[config.mk]
export PLATFORM = sky130hd
export DESIGN_NAME = dma_evt_flags
export DESIGN_NICKNAME = d
export VERILOG_FILES = /design/src/rtl/dma_evt_pkg.sv /design/src/rtl/dma_evt_chan.sv /design/src/rtl/dma_evt_regif.sv /design/src/rtl/dma_evt_flags.sv
export SDC_FILE = /design/constraint.sdc
export NUM_CORES = 1
export LEC_CHECK = 0
export BUFFER_PORTS_ARGS = -buffer_cell sky130_fd_sc_hd__buf_2
export CORE_MARGIN = 2
export CORE_UTILIZATION = 31
export CTS_CLUSTER_SIZE = 28
export DETAILED_ROUTE_END_ITERATION = 12
export GPL_ROUTABILITY_DRIVEN = 0
export GPL_TIMING_DRIVEN = 0
export PLACE_DENSITY = 0.75
export SYNTH_ARGS = -nofsm -noshare
export SYNTH_HDL_FRONTEND = slang
export SYNTH_SLANG_ARGS = --single-unit
[constraint.sdc]
create_clock -name clk -period 1.7 [get_ports clk]
set_clock_uncertainty 0.1 [all_clocks]
set_input_delay 0.085 -clock clk [delete_from_list [all_inputs] [get_ports clk]]
set_output_delay 0.085 -clock clk [all_outputs]
set_load 0.05 [all_outputs]
[src/rtl/dma_evt_pkg.sv]
package dma_evt_pkg;
   // Field offsets inside one channel's nibble of the status / clear word
   localparam int unsigned FLD_GLB    = 0;
   localparam int unsigned FLD_TC     = 1;
   localparam int unsigned FLD_HT     = 2;
   localparam int unsigned FLD_TE     = 3;
   localparam int unsigned FLD_PER_CH = 4;

   typedef struct packed {
      logic te;
      logic ht;
      logic tc;
   } evt_t;
endpackage

[src/rtl/dma_evt_chan.sv]
module dma_evt_chan
   import dma_evt_pkg::*;
(
   input  logic       clk,
   input  logic       rst_n,
   input  evt_t       evt,
   input  evt_t       en,
   input  evt_t       clr,
   input  logic       clr_all,
   output evt_t       flags,
   output logic [3:0] nibble,
   output logic       irq
);
   evt_t flags_q;
   evt_t flags_d;
   evt_t drop;

   // Clear first, then OR in the new events, so an event in the clear cycle survives
   always_comb begin
      drop    = clr | {3{clr_all}};
      flags_d = evt | (flags_q & ~drop);
   end

   always_ff @(posedge clk) begin
      if (!rst_n) flags_q <= '0;
      else        flags_q <= flags_d;
   end

   always_comb begin
      flags = flags_q;
      nibble[FLD_GLB] = |flags_q;
      nibble[FLD_TC]  = flags_q.tc;
      nibble[FLD_HT]  = flags_q.ht;
      nibble[FLD_TE]  = flags_q.te;
      irq = |(flags_q & en);
   end
endmodule

[src/rtl/dma_evt_regif.sv]
module dma_evt_regif #(
   parameter int unsigned ADDR_W     = 8,
   parameter int unsigned DATA_W     = 32,
   parameter int unsigned STATUS_OFS = 0,
   parameter int unsigned CLEAR_OFS  = 4
) (
   input  logic [ADDR_W-1:0] bus_addr,
   input  logic              bus_wr,
   input  logic [DATA_W-1:0] bus_wdata,
   input  logic [DATA_W-1:0] status_word,
   output logic [DATA_W-1:0] clr_mask,
   output logic [DATA_W-1:0] bus_rdata
);
   localparam logic [ADDR_W-1:0] A_STAT = ADDR_W'(STATUS_OFS);
   localparam logic [ADDR_W-1:0] A_CLR  = ADDR_W'(CLEAR_OFS);

   logic hit_stat;
   logic hit_clr;

   always_comb begin
      hit_stat  = (bus_addr == A_STAT);
      hit_clr   = (bus_addr == A_CLR);
      clr_mask  = (bus_wr && hit_clr) ? bus_wdata : '0;
      // Clear word and unmapped addresses read as zero
      bus_rdata = hit_stat ? status_word : '0;
   end
endmodule

[src/rtl/dma_evt_flags.sv]
module dma_evt_flags
   import dma_evt_pkg::*;
#(
   parameter int unsigned N_CH       = 8,
   parameter int unsigned ADDR_W     = 8,
   parameter int unsigned DATA_W     = 32,
   parameter int unsigned STATUS_OFS = 0,
   parameter int unsigned CLEAR_OFS  = 4
) (
   input  logic              clk,
   input  logic              rst_n,
   input  logic [N_CH-1:0]   ht_evt,
   input  logic [N_CH-1:0]   tc_evt,
   input  logic [N_CH-1:0]   te_evt,
   input  logic [N_CH-1:0]   ht_en,
   input  logic [N_CH-1:0]   tc_en,
   input  logic [N_CH-1:0]   te_en,
   input  logic [ADDR_W-1:0] bus_addr,
   input  logic              bus_wr,
   input  logic [DATA_W-1:0] bus_wdata,
   output logic [DATA_W-1:0] bus_rdata,
   output logic [N_CH-1:0]   irq
);
   localparam int unsigned USED_W = N_CH * FLD_PER_CH;

   generate
      if (N_CH < 1)
         $error("dma_evt_flags: N_CH must be at least 1");
      if (USED_W > DATA_W)
         $error("dma_evt_flags: N_CH channels do not fit in DATA_W bits");
      if (STATUS_OFS == CLEAR_OFS)
         $error("dma_evt_flags: status and clear offsets collide");
      if ((STATUS_OFS % 4 != 0) || (CLEAR_OFS % 4 != 0))
         $error("dma_evt_flags: offsets must be word aligned");
      if ((STATUS_OFS >= (1 << ADDR_W)) || (CLEAR_OFS >= (1 << ADDR_W)))
         $error("dma_evt_flags: offsets exceed ADDR_W");
   endgenerate

   logic [DATA_W-1:0] status_word;
   logic [DATA_W-1:0] clr_mask;
   logic [USED_W-1:0] status_used;
   logic [N_CH-1:0]   tc_vec;
   logic [N_CH-1:0]   ht_vec;
   logic [N_CH-1:0]   te_vec;

   dma_evt_regif #(
      .ADDR_W    (ADDR_W),
      .DATA_W    (DATA_W),
      .STATUS_OFS(STATUS_OFS),
      .CLEAR_OFS (CLEAR_OFS)
   ) u_regif (
      .bus_addr   (bus_addr),
      .bus_wr     (bus_wr),
      .bus_wdata  (bus_wdata),
      .status_word(status_word),
      .clr_mask   (clr_mask),
      .bus_rdata  (bus_rdata)
   );

   for (genvar c = 0; c < N_CH; c++) begin : g_ch
      localparam int unsigned B = c * FLD_PER_CH;
      evt_t ev, en, cl, fl;

      always_comb begin
         ev = '{te: te_evt[c], ht: ht_evt[c], tc: tc_evt[c]};
         en = '{te: te_en[c],  ht: ht_en[c],  tc: tc_en[c]};
         cl = '{te: clr_mask[B+FLD_TE], ht: clr_mask[B+FLD_HT], tc: clr_mask[B+FLD_TC]};
      end

      dma_evt_chan u_chan (
         .clk    (clk),
         .rst_n  (rst_n),
         .evt    (ev),
         .en     (en),
         .clr    (cl),
         .clr_all(clr_mask[B+FLD_GLB]),
         .flags  (fl),
         .nibble (status_used[B +: FLD_PER_CH]),
         .irq    (irq[c])
      );

      assign tc_vec[c] = fl.tc;
      assign ht_vec[c] = fl.ht;
      assign te_vec[c] = fl.te;
   end

   if (USED_W < DATA_W) begin : g_pad
      assign status_word = {{(DATA_W-USED_W){1'b0}}, status_used};
   end else begin : g_full
      assign status_word = status_used;
   end
endmodule

==> flow_metrics.env, run 1 <==
export IMPL_crit_path_start_kind="input pin"
export IMPL_peakVddDrop_v=0.0002816
export IMPL_die_w_um=71.86
export IMPL_clkLatencyLatePin_ns=0.27
export IMPL_synth_top_cell_by_area="dfxtp_1"
export IMPL_netlist_area_um2=1428
export IMPL_slew_headroom=0.7239
export IMPL_grt_overflow=0
export IMPL_drtPass1Iterations=6
export IMPL_drt_iter0_markers=105
export IMPL_final_area_um2=2949
export IMPL_die_y_um=71.86
export IMPL_yosysWarnings=0
export IMPL_io_buffer_count=130
export IMPL_synth_seq_cells=24
export IMPL_reg2reg_slack_ns=0.78
export IMPL_synth_edff_count=0
export IMPL_nNetsFinal=451
export IMPL_nFillCells=368
export IMPL_ys_flop_type="dfxtp_1"
export IMPL_r2r_start="g_ch[0].u_chan.flags[2]"
export IMPL_yosysMostFrequentCell="nor2_1"
export IMPL_clkSinkCount=24
export IMPL_drive_gt1_frac=0.5014
export IMPL_powerDensity_nw_per_um2=535.4
export IMPL_power_mw=1.579
export IMPL_grt_max_degree=15
export IMPL_largest_register_ffs=24
export IMPL_synth_top_cells_by_area="dfxtp_1, nor2_1, and2_1"
export IMPL_min_delay_start="bus_wdata[7]"
export IMPL_die_area_um2=5164
export IMPL_fin_ws_ns=0.007731
export IMPL_worst_pin_slew_ns=0.4141
export IMPL_num_io_pins=131
export IMPL_setup_viol=0
export IMPL_grt_setup_unrepaired="true"
export IMPL_core_area_um2=4384
export IMPL_maxCapViolations=0
export IMPL_synth_area_per_cell_um2=7.594
export IMPL_rows=24
export IMPL_hp_class="in2reg"
export IMPL_cts_max_level=1
export IMPL_max_clock_path_buffers=2
export IMPL_cts_buffers=3
export IMPL_cp_arrival_ns=1.51
export IMPL_worstPathMaxFanout=8
export IMPL_grt_pass1_wl_um=8259
export IMPL_cp_required_ns=1.51
export IMPL_dp_hpwl_um=3472
export IMPL_place_area_um2=2143
export IMPL_pre_cts_ws_ns=-0.1709
export IMPL_cts_root_buf="clkbuf_8"
export IMPL_synth_cell_types=17
export IMPL_grt_usage=0.2004
export IMPL_outcome="complete, no violations"
export IMPL_synth_top_area_frac=0.3365
export IMPL_regArea_um2=480.5
export IMPL_initial_core_util=0.3256
export IMPL_vias_per_cell=4.764
export IMPL_antenna_found_initial=0
export IMPL_cp_end_kind="output port"
export IMPL_leakage_nw=1.472
export IMPL_wl_um=5560
export IMPL_hold_ws_ns=0.005783
export IMPL_period_share=0.9955
export IMPL_slew_viol_final=0
export IMPL_async_reset_ff_frac=0
export IMPL_multi_input_comb_area_um2=863.3
export IMPL_hold_viol=0
export IMPL_vias=1958
export IMPL_worstSetupPathType="in2out"
export IMPL_max_freq_ghz=0.5909
export IMPL_cts_reportedPaths_clkPinSlew_ns=0.09
export IMPL_synth_seq_area_share=0.3365
export IMPL_grt_pass1_vias=1890
export IMPL_drc=0
export IMPL_post_drt_wl_per_cell_um=13.53
export IMPL_layout_min_cycle_time_ns=1.692
export IMPL_diodes=0
export IMPL_synthesis_nets=279
export IMPL_syn_to_final_growth_pct=106.6
export IMPL_crit_start="bus_addr[0]"
export IMPL_syn_inst=188
export IMPL_cts_tree="done"
export IMPL_ant_nets=0
export IMPL_synth_commonest_cells="nor2_1, dfxtp_1, o21ai_0"
==> final timing paths <==
| kind | endpoint | cells after the start |
|---|---|---|
| max | bus_rdata[16] | 7 |
| min | g_ch[1].u_chan.flags[2] | 4 |
| max reg2reg | g_ch[0].u_chan.flags[2] | 2 |
| min reg2reg | g_ch[2].u_chan.flags[2] | 2 |
==> layer usage <==
layer / wire length (um) / track usage / vias up / share of wire
met3: 459 / 0.05485 / 6 / 0.083
met4: 59 / 0.05241 / 0 / 0.011
met1: 2040 / 0.2060 / 865 / 0.37
met2: 3000 / 0.3930 / 96 / 0.54
li1: - / - / 991 / -
met5: 0 / 0 / - / 0
==> power by group <==
part	total (mW)	internal [mW]	leakage [nW]	switching [mW]
clock	0.508	0.315	0.0357	0.193
sequential	0.650	0.603	0.201	0.0465
combinational	0.422	0.220	1.24	0.202
==> worst max-delay path, stage by stage <==
cell and delay [ns]:
buf_6 0.09, or4_4 0.54, nor3_4 0.14, buf_6 0.19, clkbuf_16 0.18, o31a_4 0.14, buf_8 0.14
==> metrics by stage <==
stage	utilization	setup TNS (ns)	cells
after floorplan	-	0	188
after global placement	0.4889	-3.648	370
after detailed placement	0.4889	-3.804	370
after CTS	0.6267	-0.1811	408
after global routing	0.6727	-0.2182	411
final	0.6727	0	411
==> area by class of cell <==
| cell class | count | area share |
|---|---|---|
| Clock inverter | 1 | 0.01018 |
| Multi-Input combinational cell | 141 | 0.2927 |
| Timing Repair Buffer | 167 | 0.4421 |
| Sequential cell | 24 | 0.1629 |
| Tap cell | 52 | 0.02206 |
| Clock buffer | 3 | 0.01400 |
| Inverter | 8 | 0.01018 |
| Buffer | 15 | 0.04582 |
==> layout by cell type, fill, tap and decap left out, drive strengths merged, types with 2 or more instances in the layout <==
| master | instances |
|---|---|
| and2 | 24 |
| dfxtp | 24 |
| a222oi | 8 |
| buf | 145 |
| o21ai | 24 |
| nor2 | 48 |
| a21oi | 24 |
| nor3 | 2 |
| o31a | 8 |
| clkbuf | 8 |
| dlygate4sd3 | 32 |
| inv | 8 |
==> cell families after synthesis <==
logic type,synth area share
DFF,0.3365
and+or+nand+nor,0.2726
AOI/OAI and AO/OA,0.2831
buffers and inverters,0.1078
==> what timing repair did <==
item | in CTS | in global routing
endpoints found under the hold margin | 22 | 0
hold buffers | 32 | 0
gates resized for setup | 63 | 31
setup buffers | 2 | 0
endpoints found under the setup margin | 31 | 30
pin swaps | 1 | 2
cloned | 0 | 3
Note: power is estimated with default switching activity, not from simulation.
==> run 2, diff against run 1 <==
--- a/config.mk
+++ b/config.mk
@@ -13,6 +13,7 @@
 export GPL_ROUTABILITY_DRIVEN = 0
 export GPL_TIMING_DRIVEN = 0
 export PLACE_DENSITY = 0.75
+export SKIP_CTS_REPAIR_TIMING = 1
 export SYNTH_ARGS = -nofsm -noshare
 export SYNTH_HDL_FRONTEND = slang
 export SYNTH_SLANG_ARGS = --single-unit
==> constraint.sdc (replaced) <==
create_clock -name clk -period 1.78 [get_ports clk]
set_clock_uncertainty 0.1 [all_clocks]
set_input_delay 0.089 -clock clk [delete_from_list [all_inputs] [get_ports clk]]
set_output_delay 0.089 -clock clk [all_outputs]
set_load 0.05 [all_outputs]
==> run 2 against run 1 <==
The run now ends with hold timing left. Via count shrank 7.1%. Worst hold slack lost 0.035 ns. First-iteration DRC count shrank 23%. Sequential share of layout area grew 3.1 points. Global-route usage shrank 3.4 points. Die area is the same. Combinational power shrank 20%. Count of clock-buffer cells in the layout is the same. Power shrank 9.0%. Non-clock buffer count shrank 27. Cell count shrank 6.6%. Highest routed layer unchanged.
==> flow_metrics.env, run 2 (synthesis results as in run 1) <==
export IMPL_outcome="finished, violations left"
export IMPL_violations="hold timing"
export IMPL_pre_cts_ws_ns=-0.09885
export IMPL_io_buffer_count=130
export IMPL_dp_hpwl_um=3472
export IMPL_clkSinkCount=24
export IMPL_rr_worst_depth=2
export IMPL_leakage_nw=1.291
export IMPL_cts_root_buf="clkbuf_8"
export IMPL_hold_depth=3
export IMPL_vias_per_cell=4.737
export IMPL_nNetsFinal=424
export IMPL_maxCapViolations=0
export IMPL_hold_path_end="g_ch[4].u_chan.flags[1]"
export IMPL_initial_core_util=0.3256
export IMPL_slew_viol_final=0
export IMPL_grt_usage=0.1665
export IMPL_layout_common_cells="buf_2, nor2_1, buf_6"
export IMPL_drt_iter0_markers=81
export IMPL_die_y_um=71.86
export IMPL_final_area_um2=2482
export IMPL_post_route_util=0.5662
export IMPL_grt_max_degree=15
export IMPL_hold_viol=10
export IMPL_hp_class="in2reg"
export IMPL_cts_buffers=3
export IMPL_wl_um=4648
export IMPL_post_drt_wl_per_cell_um=12.10
export IMPL_crit_top_cell="buf_6"
export IMPL_cp_end_kind="output port"
export IMPL_cp_arrival_ns=1.54
export IMPL_powerDensity_nw_per_um2=578.8
export IMPL_crit_path_start_kind="input pin"
export IMPL_setup_tns_final_ns=0
export IMPL_cts_max_level=1
export IMPL_cts_reportedPaths_clkPinSlew_ns=0.09
export IMPL_worstPathMaxFanout=10
export IMPL_drtPass1Iterations=4
export IMPL_syn_to_final_growth_pct=73.88
export IMPL_setup_viol=0
export IMPL_cts_tree="done"
export IMPL_clkLatencyLatePin_ns=0.26
export IMPL_core_area_um2=4384
export IMPL_vias=1819
export IMPL_max_freq_ghz=0.5782
export IMPL_peakVddDrop_v=0.0002717
export IMPL_largest_register_ffs=24
export IMPL_grt_pass1_vias=1627
export IMPL_rows=24
export IMPL_r2r_end="g_ch[3].u_chan.flags[0]"
export IMPL_final_common_cell="buf_2"
export IMPL_drc=0
export IMPL_reg2reg_slack_ns=0.98
export IMPL_die_w_um=71.86
export IMPL_cp_cell_sequence="buf_2 > or4_4 > nor3_4 > buf_4 > buf_6 > and2_1 > buf_6"
export IMPL_nFillCells=427
export IMPL_slowest_stage="or4_4"
export IMPL_min_delay_start="ht_evt[4]"
export IMPL_layout_min_cycle_time_ns=1.729
export IMPL_max_clock_path_buffers=2
export IMPL_fin_ws_ns=0.05053
export IMPL_grt_overflow=0
export IMPL_period_share=0.9716
export IMPL_worstSetupPathType="in2out"
export IMPL_drive_gt1_frac=0.5151
export IMPL_antenna_found_initial=0
export IMPL_grt_pass1_wl_um=6941
export IMPL_num_io_pins=131
export IMPL_ant_nets=0
export IMPL_worst_path_buf_inv=4
export IMPL_critPathMaxStageDelay_ns=0.55
export IMPL_cp_top_family="simple AND/OR/NAND/NOR gates"
export IMPL_cp_required_ns=1.59
export IMPL_diodes=0
export IMPL_r2r_start="g_ch[3].u_chan.flags[0]"
export IMPL_slew_headroom=0.7364
export IMPL_place_area_um2=2143
export IMPL_hold_ws_ns=-0.02964
export IMPL_worst_pin_slew_ns=0.3953
export IMPL_die_area_um2=5164
export IMPL_power_mw=1.437
run 2: cell count changes in the layout (fill, tap and decap cells not counted), moves of 9 or more:
cell | before | now
dlygate4sd3_1 | 32 | 3
buf_8 | 15 | 1
and2_1 | 9 | 19
and2_4 | 11 | 1
buf_4 | 9 | 19
buf_6 | 22 | 31
run 2: tightest hold or removal path, stage by stage:
cell and delay, ns:
buf_2 0.08, nor2_1 0.04, a21oi_1 0.10
run 2: where the power goes:
group,internal [mW],switching [mW]
registers,0.576,0.0382
logic,0.161,0.178
clock network,0.301,0.183
run 2: cell type report:
| type | instances | area (um2) | area share |
|---|---|---|---|
| Buffer | 15 | 123.9 | 0.04990 |
| Clock buffer | 3 | 41.29 | 0.01663 |
| Clock inverter | 1 | 30.03 | 0.01210 |
| Inverter | 8 | 30.03 | 0.01210 |
| Multi-Input combinational cell | 141 | 795.8 | 0.3206 |
| Sequential cell | 24 | 480.5 | 0.1935 |
| Tap cell | 52 | 65.06 | 0.02621 |
| Timing Repair Buffer | 140 | 915.9 | 0.3690 |
run 2: how the worst max path moves through the flow:
stage	from	endpoint	slack (ns)	depth (start not counted)
2_1_floorplan	bus_addr[7]	bus_rdata[10]	0.15	4
3_3_place_gp	bus_addr[7]	bus_rdata[24]	-0.1	6
3_5_place_dp	bus_addr[7]	bus_rdata[24]	-0.1	6
4_1_cts	bus_addr[7]	bus_rdata[24]	-0.10	6
5_1_grt	bus_addr[0]	bus_rdata[13]	-0.005	7
6_report	bus_addr[0]	bus_rdata[17]	0.05	7
run 2: metal layers:
metal  track usage  vias up  share of wire
li1              -      937              -
met1        0.1967      793           0.41
met2        0.2973       87           0.49
met3       0.04360        2          0.091
met4       0.04403        0         0.0047
met5             0        -              0
run 2: through the flow:
stage,hold slack [ns],std cells
CTS,-0.03545,374
detailed placement,0.2565,370
global placement,0.2539,370
finish,-0.02964,384
global route,0.002897,384
floorplan,0.1274,188
==> run 3, diff against run 2 <==
--- a/config.mk
+++ b/config.mk
@@ -7,12 +7,12 @@
 export LEC_CHECK = 0
 export BUFFER_PORTS_ARGS = -buffer_cell sky130_fd_sc_hd__buf_2
 export CORE_MARGIN = 2
-export CORE_UTILIZATION = 31
+export CORE_UTILIZATION = 37
 export CTS_CLUSTER_SIZE = 28
 export DETAILED_ROUTE_END_ITERATION = 12
 export GPL_ROUTABILITY_DRIVEN = 0
 export GPL_TIMING_DRIVEN = 0
-export PLACE_DENSITY = 0.75
+export PLACE_DENSITY = 0.82
 export SKIP_CTS_REPAIR_TIMING = 1
 export SYNTH_ARGS = -nofsm -noshare
 export SYNTH_HDL_FRONTEND = slang
==> constraint.sdc (replaced) <==
create_clock -name clk -period 1.65 [get_ports clk]
set_clock_uncertainty 0.1 [all_clocks]
set_input_delay 0.0825 -clock clk [delete_from_list [all_inputs] [get_ports clk]]
set_output_delay 0.0825 -clock clk [all_outputs]
set_load 0.05 [all_outputs]
==> run 3 against run 2 <==
The flow finishes with violations (hold timing, setup timing). Critical endpoint is now bus_rdata[16]. Critical path type unchanged. Register-to-register slack got worse by 0.21 ns. Die area decreased by 15%. Power increased by 0.47%.
==> flow_metrics.env, run 3 (synthesis results as in run 1) <==
export IMPL_hp_class="in2reg"
export IMPL_cp_arrival_ns=1.56
export IMPL_worstSetupPathType="in2out"
export IMPL_crit_path_start_kind="input pin"
export IMPL_grt_pass1_wl_um=6555
export IMPL_maxCapViolations=0
export IMPL_rows=22
export IMPL_initial_core_util=0.3870
export IMPL_final_common_cell="buf_2"
export IMPL_cp_end_kind="output port"
export IMPL_grt_pass1_vias=1598
export IMPL_max_clock_path_buffers=2
export IMPL_layout_min_cycle_time_ns=1.738
export IMPL_drtPass1Iterations=8
export IMPL_drc=0
export IMPL_core_area_um2=3689
export IMPL_worstPathMaxFanout=8
export IMPL_max_freq_ghz=0.5754
export IMPL_syn_to_final_growth_pct=87.29
export IMPL_setup_viol=30
export IMPL_cts_tree="done"
export IMPL_cts_max_level=1
export IMPL_vias=1954
export IMPL_peakVddDrop_v=0.0003427
export IMPL_grt_setup_unrepaired="true"
export IMPL_fin_ws_ns=-0.08779
export IMPL_grt_usage=0.1901
export IMPL_largest_register_ffs=24
export IMPL_clkLatencyLatePin_ns=0.26
export IMPL_cts_root_buf="clkbuf_8"
export IMPL_die_w_um=66.12
export IMPL_leakage_nw=1.348
export IMPL_hold_depth=3
export IMPL_slew_headroom=0.7200
export IMPL_rr_worst_depth=2
export IMPL_ant_nets=0
export IMPL_dp_hpwl_um=3508
export IMPL_die_y_um=66.12
export IMPL_die_area_um2=4371
export IMPL_layout_common_cells="buf_2, nor2_1, buf_8"
export IMPL_grt_max_degree=14
export IMPL_setup_tns_final_ns=-1.986
export IMPL_cts_reportedPaths_clkPinSlew_ns=0.09
export IMPL_grt_overflow=0
export IMPL_cp_required_ns=1.47
export IMPL_drive_gt1_frac=0.5736
export IMPL_cts_buffers=3
export IMPL_pre_cts_ws_ns=-0.1730
export IMPL_post_place_cells=366
export IMPL_worst_pin_slew_ns=0.4200
export IMPL_powerDensity_nw_per_um2=539.8
export IMPL_wl_um=5531
export IMPL_antenna_found_initial=0
export IMPL_period_share=1.053
export IMPL_final_area_um2=2674
export IMPL_hold_ws_ns=-0.02302
export IMPL_vias_per_cell=5.225
export IMPL_place_area_um2=2138
export IMPL_slew_viol_final=0
export IMPL_drt_iter0_markers=82
export IMPL_violations="hold timing, setup timing"
export IMPL_num_io_pins=131
export IMPL_post_drt_wl_per_cell_um=14.79
export IMPL_outcome="finished, violations left"
export IMPL_nNetsFinal=418
export IMPL_nFillCells=294
export IMPL_hold_viol=9
export IMPL_diodes=0
export IMPL_io_buffer_count=130
export IMPL_clkSinkCount=24
export IMPL_stdcell_count=374
run 3: cell count changes in the layout (fill, tap and decap cells not counted), sizes merged:
cell,before,now
clkbuf,5,6
bufinv,1,0
buf,150,147
dlygate4sd3,3,0
run 3: routing by layer:
metal	wire length, um	vias up	global-route usage
met5	0	-	0
met4	63	0	0.04592
met3	584	6	0.04259
met2	2870	113	0.3563
met1	2012	912	0.2150
li1	-	923	-
run 3: final timing paths:
kind | start | endpoint | slack [ns]
setup / recovery | bus_addr[0] | bus_rdata[16] | -0.09
hold reg to reg | g_ch[7].u_chan.flags[2] | g_ch[7].u_chan.flags[2] | 0.50
hold / removal | ht_evt[4] | g_ch[4].u_chan.flags[1] | -0.02
setup reg to reg | g_ch[2].u_chan.flags[0] | g_ch[2].u_chan.flags[0] | 0.77
run 3: per-stage QoR:
| step | total power, mW | util |
|---|---|---|
| 2_1_floorplan | 0.8711 | - |
| 3_3_place_gp | 1.028 | 0.5797 |
| 3_5_place_dp | 1.033 | 0.5797 |
| 4_1_cts | 1.424 | 0.5946 |
| 5_1_grt | 1.510 | 0.7249 |
| 6_report | 1.443 | 0.7249 |
run 3: worst max-delay path: stages:
cell and delay (ns):
buf_6 0.09, or4_4 0.56, nor3_4 0.20, buf_6 0.17
buf_6 0.15, o31a_4 0.15, buf_8 0.14
run 3: layout make-up:
| cell class | instances | area [um2] | share of cell area |
|---|---|---|---|
| timing repair buffer | 134 | 1015 | 0.3795 |
| multi-input combinational | 141 | 905.9 | 0.3388 |
| sequential | 24 | 480.5 | 0.1797 |
| buffer | 15 | 127.6 | 0.04773 |
| tap | 48 | 60.06 | 0.02246 |
| clock buffer | 4 | 55.05 | 0.02059 |
| inverter | 8 | 30.03 | 0.01123 |
run 3: power by group:
part	switching (mW)	total, mW	internal, mW
clock network	0.182	0.394	0.213
logic	0.201	0.373	0.173
registers	0.0546	0.676	0.621
total	0.437	1.44	1.01
